`src/rtl/rps_pkg.sv`:
```
package rps_pkg;

  typedef enum logic [2:0] {
    PH_ZERO  = 3'd0,
    PH_ONE   = 3'd1,
    PH_TWO   = 3'd2,
    PH_THREE = 3'd3,
    PH_IDLE  = 3'd4
  } phase_e;

  // minimum dwell (in edges past entry) required by each phase
  function automatic int dwell_need(phase_e ph, int m0, int m1, int m2, int m3);
    case (ph)
      PH_ZERO:  return m0;
      PH_ONE:   return m1;
      PH_TWO:   return m2;
      PH_THREE: return m3;
      default:  return 0;
    endcase
  endfunction

  function automatic int max_of4(int a, int b, int c, int d);
    int m;
    m = a;
    if (b > m) m = b;
    if (c > m) m = c;
    if (d > m) m = d;
    return m;
  endfunction

  function automatic phase_e next_in_order(phase_e ph);
    case (ph)
      PH_ZERO:  return PH_ONE;
      PH_ONE:   return PH_TWO;
      PH_TWO:   return PH_THREE;
      default:  return PH_IDLE;
    endcase
  endfunction

endpackage

```
`src/rtl/rps_evt_qualify.sv`:
```
module rps_evt_qualify #(
  parameter int N_DSTR = 2,
  parameter int N_FUNC = 3
) (
  input  logic [N_DSTR-1:0] dstr_evt,
  input  logic [N_DSTR-1:0] dstr_en,
  input  logic              ext_evt,
  input  logic              ext_en,
  input  logic [N_FUNC-1:0] func_evt,
  input  logic [N_FUNC-1:0] func_en,
  input  logic [N_FUNC-1:0] func_short,
  output logic              dstr_hit,
  output logic              long_hit,
  output logic              short_hit
);

  logic [N_DSTR-1:0] dstr_live;
  logic [N_FUNC-1:0] func_long;
  logic [N_FUNC-1:0] func_shrt;

  for (genvar d = 0; d < N_DSTR; d++) begin : g_dstr
    assign dstr_live[d] = dstr_evt[d] & dstr_en[d];
  end

  for (genvar f = 0; f < N_FUNC; f++) begin : g_func
    logic live;
    assign live         = func_evt[f] & func_en[f];
    assign func_long[f] = live & ~func_short[f];
    assign func_shrt[f] = live &  func_short[f];
  end

  assign dstr_hit  = |dstr_live;
  assign long_hit  = (ext_evt & ext_en) | (|func_long);
  assign short_hit = |func_shrt;

endmodule

```
`src/rtl/rps_dwell_cnt.sv`:
```
module rps_dwell_cnt #(
  parameter int CW = 9
) (
  input  logic          clk,
  input  logic          rst_n,
  input  logic          clr,
  input  logic [CW-1:0] limit,
  output logic [CW-1:0] cnt,
  output logic          met
);

  always_ff @(posedge clk or negedge rst_n) begin
    if (!rst_n)             cnt <= '0;
    else if (clr)           cnt <= '0;
    else if (cnt < limit)   cnt <= cnt + 1'b1;
  end

  assign met = (cnt >= limit);

endmodule

```
`src/rtl/rps_phase_ctrl.sv`:
```
module rps_phase_ctrl
  import rps_pkg::*;
(
  input  logic   clk,
  input  logic   rst_n,
  input  logic   dstr_hit,
  input  logic   long_hit,
  input  logic   short_hit,
  input  logic   osc_ok,
  input  logic   vreg_ok,
  input  logic   flash_done,
  input  logic   dwell_met,
  output phase_e phase,
  output logic   restart
);

  phase_e ph_n;
  logic   ready;

  // handshake plus dwell condition for leaving the current phase
  always_comb begin
    case (phase)
      PH_ZERO:           ready = dwell_met & osc_ok & vreg_ok;
      PH_ONE:            ready = dwell_met;
      PH_TWO, PH_THREE:  ready = dwell_met & flash_done;
      default:           ready = 1'b0;
    endcase
  end

  always_comb begin
    ph_n    = phase;
    restart = 1'b0;
    if (dstr_hit) begin
      ph_n    = PH_ZERO;
      restart = 1'b1;
    end else if (long_hit && phase != PH_ZERO) begin
      ph_n    = PH_ONE;
      restart = 1'b1;
    end else if (short_hit && phase == PH_IDLE) begin
      ph_n    = PH_THREE;
      restart = 1'b1;
    end else if (ready) begin
      ph_n    = next_in_order(phase);
      restart = 1'b1;
    end
  end

  always_ff @(posedge clk or negedge rst_n) begin
    if (!rst_n) phase <= PH_ZERO;
    else        phase <= ph_n;
  end

endmodule

```
`src/rtl/rst_phase_seq.sv`:
```
module rst_phase_seq
  import rps_pkg::*;
#(
  parameter int N_DSTR  = 2,
  parameter int N_FUNC  = 3,
  parameter int P0_MIN  = 3,
  parameter int P1_MIN  = 350,
  parameter int P2_MIN  = 8,
  parameter int P3_MIN  = 40
) (
  input  logic              clk_i,
  input  logic              por_n_i,
  input  logic [N_DSTR-1:0] dstr_evt_i,
  input  logic [N_DSTR-1:0] dstr_en_i,
  input  logic              ext_evt_i,
  input  logic              ext_en_i,
  input  logic [N_FUNC-1:0] func_evt_i,
  input  logic [N_FUNC-1:0] func_en_i,
  input  logic [N_FUNC-1:0] func_short_i,
  input  logic              osc_ok_i,
  input  logic              vreg_ok_i,
  input  logic              flash_done_i,
  output logic [2:0]        phase_o,
  output logic              sys_rst_hold_o,
  output logic              flash_req_o
);

  localparam int CNT_MAX = max_of4(P0_MIN, P1_MIN, P2_MIN, P3_MIN);
  localparam int CW      = $clog2(CNT_MAX + 1);

  // named internal events, visible to the bound checker
  logic          dstr_hit;
  logic          long_hit;
  logic          short_hit;
  logic          restart;
  logic          dwell_met;
  logic [CW-1:0] dwell_cnt;
  logic [CW-1:0] dwell_lim;
  phase_e        phase;

  rps_evt_qualify #(.N_DSTR(N_DSTR), .N_FUNC(N_FUNC)) u_qual (
    .dstr_evt   (dstr_evt_i),
    .dstr_en    (dstr_en_i),
    .ext_evt    (ext_evt_i),
    .ext_en     (ext_en_i),
    .func_evt   (func_evt_i),
    .func_en    (func_en_i),
    .func_short (func_short_i),
    .dstr_hit   (dstr_hit),
    .long_hit   (long_hit),
    .short_hit  (short_hit)
  );

  assign dwell_lim = CW'(dwell_need(phase, P0_MIN, P1_MIN, P2_MIN, P3_MIN));

  rps_dwell_cnt #(.CW(CW)) u_cnt (
    .clk   (clk_i),
    .rst_n (por_n_i),
    .clr   (restart),
    .limit (dwell_lim),
    .cnt   (dwell_cnt),
    .met   (dwell_met)
  );

  rps_phase_ctrl u_ctrl (
    .clk        (clk_i),
    .rst_n      (por_n_i),
    .dstr_hit   (dstr_hit),
    .long_hit   (long_hit),
    .short_hit  (short_hit),
    .osc_ok     (osc_ok_i),
    .vreg_ok    (vreg_ok_i),
    .flash_done (flash_done_i),
    .dwell_met  (dwell_met),
    .phase      (phase),
    .restart    (restart)
  );

  assign phase_o        = phase;
  assign sys_rst_hold_o = (phase != PH_IDLE);
  assign flash_req_o    = (phase == PH_TWO) || (phase == PH_THREE);

endmodule

```
`config.mk`:
```
export PLATFORM = sky130hd
export DESIGN_NAME = rst_phase_seq
export DESIGN_NICKNAME = d
export VERILOG_FILES = /design/src/rtl/rps_pkg.sv /design/src/rtl/rps_evt_qualify.sv /design/src/rtl/rps_dwell_cnt.sv /design/src/rtl/rps_phase_ctrl.sv /design/src/rtl/rst_phase_seq.sv
export SDC_FILE = /design/constraint.sdc
export NUM_CORES = 1
export LEC_CHECK = 0
export ABC_AREA = 1
export BUFFER_PORTS_ARGS = -buffer_cell sky130_fd_sc_hd__buf_2
export CORE_ASPECT_RATIO = 0.7
export CORE_MARGIN = 3
export CORE_UTILIZATION = 58
export DETAILED_ROUTE_END_ITERATION = 6
export HOLD_SLACK_MARGIN = 0.12
export PLACE_DENSITY = 0.82
export SYNTH_ARGS = -nofsm -noshare
export SYNTH_HDL_FRONTEND = slang
export SYNTH_SLANG_ARGS = --single-unit
```
`constraint.sdc`:
```
create_clock -name clk_i -period 3.1 [get_ports clk_i]
set_input_delay 0.62 -clock clk_i [delete_from_list [all_inputs] [get_ports clk_i]]
set_output_delay 0.62 -clock clk_i [all_outputs]
set_load 0.02 [all_outputs]
```
==> results of run 1 <==
[cells in the mapped netlist (all sizes together)]
cell type / count / area share
inv: 28 / 0.092
nand3: 20 / 0.090
o22ai: 1 / 0.0054
nand4: 8 / 0.048
dfrtp: 12 / 0.26
a31oi: 1 / 0.0054
xor2: 2 / 0.015
a21oi: 3 / 0.016
nor2: 22 / 0.098
o21ai: 2 / 0.0086
ha: 9 / 0.096
nand2: 59 / 0.23
buf: 1 / 0.013
nor3: 4 / 0.021
[power by group through the flow]
stage / Combinational (mW) / Clock (mW) / Sequential (mW)
final: 0.592 / 0.127 / 0.219
after global routing: 0.657 / 0.138 / 0.223
after floorplan: 0.455 / 0 / 0.233
after detailed placement: 0.583 / 0 / 0.221
after global placement: 0.566 / 0 / 0.221
after CTS: 0.587 / 0.128 / 0.218
[area by class of cell]
cell class | count | area (um^2) | area share
Inverter | 28 | 108 | 0.0806
Tap cell | 21 | 26.3 | 0.0197
Multi-Input combinational cell | 131 | 744 | 0.558
Clock buffer | 4 | 36.3 | 0.0272
Sequential cell | 12 | 300 | 0.225
Timing Repair Buffer | 24 | 120 | 0.0900
[worst paths after layout]
check	startpoint	end	slack, ns	depth (start not counted)
max in group asynchronous	por_n_i	u_ctrl.phase[0]$_DFFE_PN0P_	2.66	1
min in group clk_i	u_cnt.cnt[1]$_DFFE_PN0P_	u_cnt.cnt[1]$_DFFE_PN0P_	0.61	2
setup / recovery	u_ctrl.phase[1]$_DFFE_PN0P_	u_ctrl.phase[1]$_DFFE_PN0P_	0.86	11
hold / removal	por_n_i	u_cnt.cnt[7]$_DFFE_PN0P_	0.20	1
hold reg to reg	u_cnt.cnt[1]$_DFFE_PN0P_	u_cnt.cnt[1]$_DFFE_PN0P_	0.61	2
setup reg to reg	u_ctrl.phase[1]$_DFFE_PN0P_	u_ctrl.phase[1]$_DFFE_PN0P_	0.86	11
[layer usage]
| metal | track usage | up-vias |
|---|---|---|
| li1 | - | 604 |
| met1 | 0.348 | 509 |
| met2 | 0.320 | 37 |
| met3 | 0.0476 | 0 |
| met4 | 0.0133 | 0 |
| met5 | 0 | - |
[registers in the layout, indices dropped and copies added (netlist names)]
register	flops
u_cnt.cnt	9
u_ctrl.phase	3
[kinds of logic after synthesis]
| family | synth area share |
|---|---|
| AND/OR/NAND/NOR | 0.491 |
| buffers and inverters | 0.105 |
| AO/OA/AOI/OAI | 0.0354 |
| XOR/XNOR | 0.0150 |
| adder cells (fa/ha/maj) | 0.0965 |
| flip-flops | 0.257 |
[through the flow]
| step | util | setup slack, ns | total power, mW | std cells | hold slack [ns] |
|---|---|---|---|---|---|
| final | 0.767 | 0.855 | 0.937 | 220 | 0.204 |
| after global routing | 0.767 | 0.595 | 1.02 | 220 | 0.208 |
| after CTS | 0.767 | 0.862 | 0.933 | 220 | 0.211 |
| after detailed placement | 0.746 | 0.882 | 0.805 | 216 | 0.514 |
| after global placement | 0.746 | 0.959 | 0.787 | 216 | 0.515 |
| after floorplan | - | 1.00 | 0.689 | 172 | 0.324 |
[critical path: stages, from the launching register on]
cell	delay, ns
dfrtp_1	0.44
inv_1	0.11
nand3_1	0.26
ha_1	0.43
a21oi_1	0.14
nand2_1	0.11
nor2_4	0.15
nand3_1	0.12
nand2_4	0.17
nand2_8	0.09
nand2_1	0.08
nand2_1	0.04
[cell usage in the layout, fill, tap and decap left out]
cell type	count
nand2_1	50
inv_1	25
buf_2	24
nand3_1	19
nor2_1	17
dfrtp_1	12
ha_1	9
nand4_1	7
nand2_2	5
nor2_2	3
nand2_4	3
nor3_1	3
clkbuf_4	3
inv_2	2
o21ai_0	2
a21oi_1	2
xor2_1	2
nand4_2	1
nor2_4	1
nand3_2	1
o22ai_1	1
nor2_8	1
inv_4	1
nand2_8	1
nor3_2	1
a31oi_1	1
a21oi_2	1
clkbuf_8	1
==> results_dict.tcl, run 1 <==
set metrics [dict create \
    status "complete, no violations" \
    crit_fanout 10 \
    criticalPathCategory "reg -> reg" \
    finalCritPeriodShare 0.724 \
    route.met2.wl_mm 1.10 \
    gp_congestion 0.869 \
    io-pin-count 25 \
    post_drt_wl_per_cell_um 12.2 \
    areaGrowthSynthToFinish_pct 14.4 \
    antenna_found_initial 0 \
    fmax_mhz 445 \
    wl_met1_mm 1.40 \
    ys_warn_count 0 \
    grt_max_degree 14 \
    p_per_area_nw_per_um2 702 \
    syn_avg_cell_area_um2 6.79 \
    numCtsBuffers 3 \
    top_layer_used "met3" \
    drc 0 \
    n_antenna_cell 0 \
    crit_arrival_ns 2.41 \
    placed_area_um2 1300 \
    finalSetupViolations 0 \
    design_area_um2 1340 \
    required_ns 3.26 \
    die_y_um 43.5 \
    grt_usage 0.221 \
    hold_path_class "in -> async" \
    clk_latency_ns 0.28 \
    power.net_switching_mw 0.490 \
    drv_slew 0 \
    cts_root_buf "clkbuf_4" \
    pwr-share-seq 0.234 \
    drtPass1Iterations 7 \
    grt_pass1_vias 970 \
    start_util 0.670 \
    pwr-share-comb 0.631 \
    viasPerCell 5.23 \
    cts_tree "yes" \
    finalHoldViolCount 0 \
    core_um2 1740 \
    initialDrtViolationCount 55 \
    clk_pin_slew_ns 0.09 \
    die_area_um2 2600 \
    ctsLongestPathBuffers 2 \
    final_nets 229 \
    vdd_ir_drop_max_v 0.000603 \
    start_kind "flip-flop" \
    cts_setup_buffers 0 \
    die_w_um 59.6 \
    wl_met3_um 189 \
    drive_gt1_frac 0.246 \
    max_cap_viol_count 0 \
    worstSetupEndpointType "flip-flop" \
    cellLeakagePower_nw 0.773 \
    vias 1150 \
    filler_cell_count 144 \
    syn_area_um2 1170 \
    postSynthCellCount 172 \
    tns_ns 0 \
    grt_pass1_wl_mm 4.40 \
    slew-limit-headroom 0.627 \
    cts_hold_buf 0 \
    synth_nets 201 \
    tightest_slew_ns 0.560 \
    rows 12 \
    post-route-min-period_ns 2.24 \
    h-tree-depth 1 \
    cts.sinks 12 \
    dpl.hpwl_mm 2.20 \
    ys_seq_elements 12 \
    drt-total-wl_mm 2.69 \
    postCtsResizedCells 0 \
    clock_skew_ns 0.0142 \
    post_synth_num_cell_types 26 \
    gr-total-overflow 0 \
    io_buffers 24 \
    power.clock.fraction 0.135 \
    ys_seq_area_frac 0.257 \
    swShare 0.523 \
    final_antenna_net_count 0 \
    grt_setup_unrepaired "false" \
    cellInternalPower_mw 0.447 \
]
Power figures use the tool's default switching activity.
==> run 2: changes to the inputs <==
--- a/config.mk
+++ b/config.mk
@@ -5,14 +5,14 @@
 export SDC_FILE = /design/constraint.sdc
 export NUM_CORES = 1
 export LEC_CHECK = 0
-export ABC_AREA = 1
+export ABC_AREA = 0
 export BUFFER_PORTS_ARGS = -buffer_cell sky130_fd_sc_hd__buf_2
 export CORE_ASPECT_RATIO = 0.7
 export CORE_MARGIN = 3
-export CORE_UTILIZATION = 58
+export CORE_UTILIZATION = 51
 export DETAILED_ROUTE_END_ITERATION = 6
 export HOLD_SLACK_MARGIN = 0.12
-export PLACE_DENSITY = 0.82
+export PLACE_DENSITY = 0.76
 export SYNTH_ARGS = -nofsm -noshare
 export SYNTH_HDL_FRONTEND = slang
 export SYNTH_SLANG_ARGS = --single-unit
==> constraint.sdc (replaced) <==
create_clock -name clk_i -period 2.2 [get_ports clk_i]
set_input_delay 0.44 -clock clk_i [delete_from_list [all_inputs] [get_ports clk_i]]
set_output_delay 0.44 -clock clk_i [all_outputs]
set_load 0.02 [all_outputs]
==> run 2 against run 1 <==
Net effect: the run now ends with setup timing left; count of clock-buffer cells in the layout did not move; largest cell class unchanged; highest routed layer is now met4; maximum frequency fell by 12%; critical path type unchanged; critical endpoint is now u_ctrl.phase[0]$_DFFE_PN0P_; non-clock buffer count rose by 23.
==> results_dict.tcl, run 2 <==
set metrics [dict create \
    status "finished, violations left" \
    violations "setup timing" \
    whs_path_depth 4 \
    hold_path_class "in -> reg" \
    worstSetupEndpointType "flip-flop" \
    die_y_um 42.1 \
    power.net_switching_mw 0.375 \
    yosysMostFrequentCell "dfrtp_1" \
    finalCritPeriodShare 1.15 \
    rr_endpoint "u_ctrl.phase[0]$_DFFE_PN0P_" \
    grt_setup_unrepaired "true" \
    finalHoldViolCount 0 \
    crit_arrival_ns 2.70 \
    grt_max_degree 13 \
    antenna_found_initial 0 \
    start_kind "flip-flop" \
    synth.area.top_cells "dfrtp_1, ha_1, nand3_1" \
    whs_ns 0.583 \
    die_area_um2 2420 \
    post_synth_num_cell_types 36 \
    final_nets 186 \
    areaGrowthSynthToFinish_pct 46.5 \
    final_cells 177 \
    post_drt_wl_per_cell_um 17.4 \
    max_cap_viol_count 0 \
    cts.sinks 12 \
    criticalPathCategory "reg -> reg" \
    cellInternalPower_mw 0.594 \
    top_register "u_cnt.cnt" \
    core_um2 1670 \
    p_per_area_nw_per_um2 699 \
    synth_top_area_frac 0.317 \
    setup_ws_ns -0.337 \
    start_util 0.568 \
    r2r_setup_slack_ns -0.34 \
    swShare 0.387 \
    critPathBufInv 2 \
    final_antenna_net_count 0 \
    pwr-share-seq 0.275 \
    dp_cells 167 \
    mostFrequentLayoutCells "buf_2, buf_4, nand2_1, nand3_1, dfrtp_1" \
    initialDrtViolationCount 68 \
    tightest_slew_ns 0.488 \
    gr-total-overflow 0 \
    clk_pin_slew_ns 0.08 \
    die_w_um 57.5 \
    critPathSlowestCell "dfrtp_2" \
    yosys-top-cells-count "dfrtp_1, nand2_1, ha_1, nand3_1" \
    vias 1055 \
    pwr-share-comb 0.576 \
    cts_tree "yes" \
    syn_area_um2 947 \
    h-tree-depth 1 \
    required_ns 2.36 \
    ys_seq_elements 12 \
    io-pin-count 25 \
    layout_commonest_cell "buf_2" \
    synth_ff_type "dfrtp_1" \
    ys_seq_area_frac 0.317 \
    n_antenna_cell 0 \
    grt_pass1_wl_mm 4.64 \
    drt-total-wl_mm 3.09 \
    regToRegStartpoint "u_ctrl.phase[1]$_DFFE_PN0P_" \
    numCtsBuffers 3 \
    p_total_mw 0.970 \
    fmax_mhz 394 \
    drive_gt1_frac 0.468 \
    largest_reg_flops 9 \
    syn_avg_cell_area_um2 8.85 \
    cts_root_buf "clkbuf_4" \
    r2r_cells 9 \
    power.clock.fraction 0.149 \
    ys_warn_count 0 \
    post-route-min-period_ns 2.54 \
    cellLeakagePower_nw 0.647 \
    hold_end "u_ctrl.phase[2]$_DFFE_PN0P_" \
    drtPass1Iterations 4 \
    hp-start "dstr_en_i[1]" \
    cp.depth 9 \
    vdd_ir_drop_max_v 0.000528 \
    slowest_delay_ns 0.45 \
    drc 0 \
    gp_congestion 0.819 \
    io_buffers 24 \
    drv_slew 0 \
    biggestRegsByFlops "u_cnt.cnt x9, u_ctrl.phase x3" \
    cp_top_family "compound AO/OA/AOI/OAI gates" \
    postSynthCellCount 107 \
    clock_skew_ns 0.00511 \
    async_flop_share 1.00 \
    finalSetupViolations 12 \
    slew-limit-headroom 0.675 \
    synth-edff-count 0 \
    dpl.hpwl_mm 2.05 \
    yosysTopAreaCell "dfrtp_1" \
    clk_latency_ns 0.27 \
    viasPerCell 5.96 \
    rows 12 \
    path_cells "nor2_4 > buf_4 > inv_1 > ha_1 > a21oi_2 > o21ai_0 > a211o_2 > a211o_1 > mux2_4" \
    grt_usage 0.250 \
    ctsLongestPathBuffers 2 \
    synth_nets 136 \
    crit_fanout 5 \
    grt_pass1_vias 1028 \
]
[run 2: how the worst max path moves through the flow]
stage,endpoint,slack [ns],startpoint
after CTS,u_ctrl.phase[0]$_DFFE_PN0P_,-0.15,u_ctrl.phase[1]$_DFFE_PN0P_
after detailed placement,u_ctrl.phase[0]$_DFFE_PN0P_,-0.15,u_ctrl.phase[2]$_DFFE_PN0P_
final,u_ctrl.phase[0]$_DFFE_PN0P_,-0.34,u_ctrl.phase[1]$_DFFE_PN0P_
after global routing,u_ctrl.phase[0]$_DFFE_PN0P_,-0.43,u_ctrl.phase[1]$_DFFE_PN0P_
after floorplan,u_ctrl.phase[0]$_DFFE_PN0P_,-0.39,u_ctrl.phase[1]$_DFFE_PN0P_
after global placement,u_ctrl.phase[0]$_DFFE_PN0P_,-0.1,u_ctrl.phase[2]$_DFFE_PN0P_
[run 2: through the flow]
stage | area (um^2) | worst slack (ns) | setup TNS [ns] | utilization
final | 1390 | -0.337 | -3.12 | 0.833
after global routing | 1390 | -0.426 | -4.42 | 0.833
after CTS | 1370 | -0.147 | -0.957 | 0.823
after detailed placement | 1240 | -0.152 | -0.936 | 0.745
after global placement | 1240 | -0.0961 | -0.324 | 0.745
after floorplan | 990 | -0.391 | -1.63 | -
[run 2: timing repair]
item                                   in CTS  in global routing
hold buffers                                1                  0
pin swaps                                   6                  3
buffers inserted                            5                  0
resized for setup                           9                  2
setup endpoints to repair                  10                 12
endpoints found under the hold margin      12                  0
[run 2: cell families (layout without fill, tap and decap cells)]
family          Yosys count  in the layout  share of synthesized area
compound gates           30             30                      0.218
xor+xnor                  5              5                     0.0462
fa+ha+maj                 9              9                      0.119
buf+inv                   6             55                     0.0396
flops                    12             12                      0.317
mux                       1              1                     0.0158
simple gates             44             44                      0.244
[run 2: final cells by class]
class                      count  area, um^2
clock buffer                   4        26.3
fill                         110         279
inverter                       4        15.0
multi-input combinational     89         721
sequential                    12         304
tap                           21        26.3
timing repair buffer          47         295
[run 2: worst min-delay path, stage by stage]
cell and delay, ns:
buf_2 0.07, a22oi_1 0.08, o21ai_0 0.16, nor3_1 0.07
[run 2: power groups by stage]
stage,clock (mW),combinational (mW),sequential [mW]
2_1_floorplan,0,0.240,0.292
3_3_place_gp,0,0.398,0.275
3_5_place_dp,0,0.415,0.277
4_1_cts,0.149,0.503,0.264
5_1_grt,0.158,0.613,0.269
6_report,0.145,0.558,0.266
[run 2: layer usage]
layer  GRT usage  share of wire
met5           0              0
met4      0.0370         0.0032
met3      0.0615          0.080
met2       0.399           0.44
met1       0.351           0.47
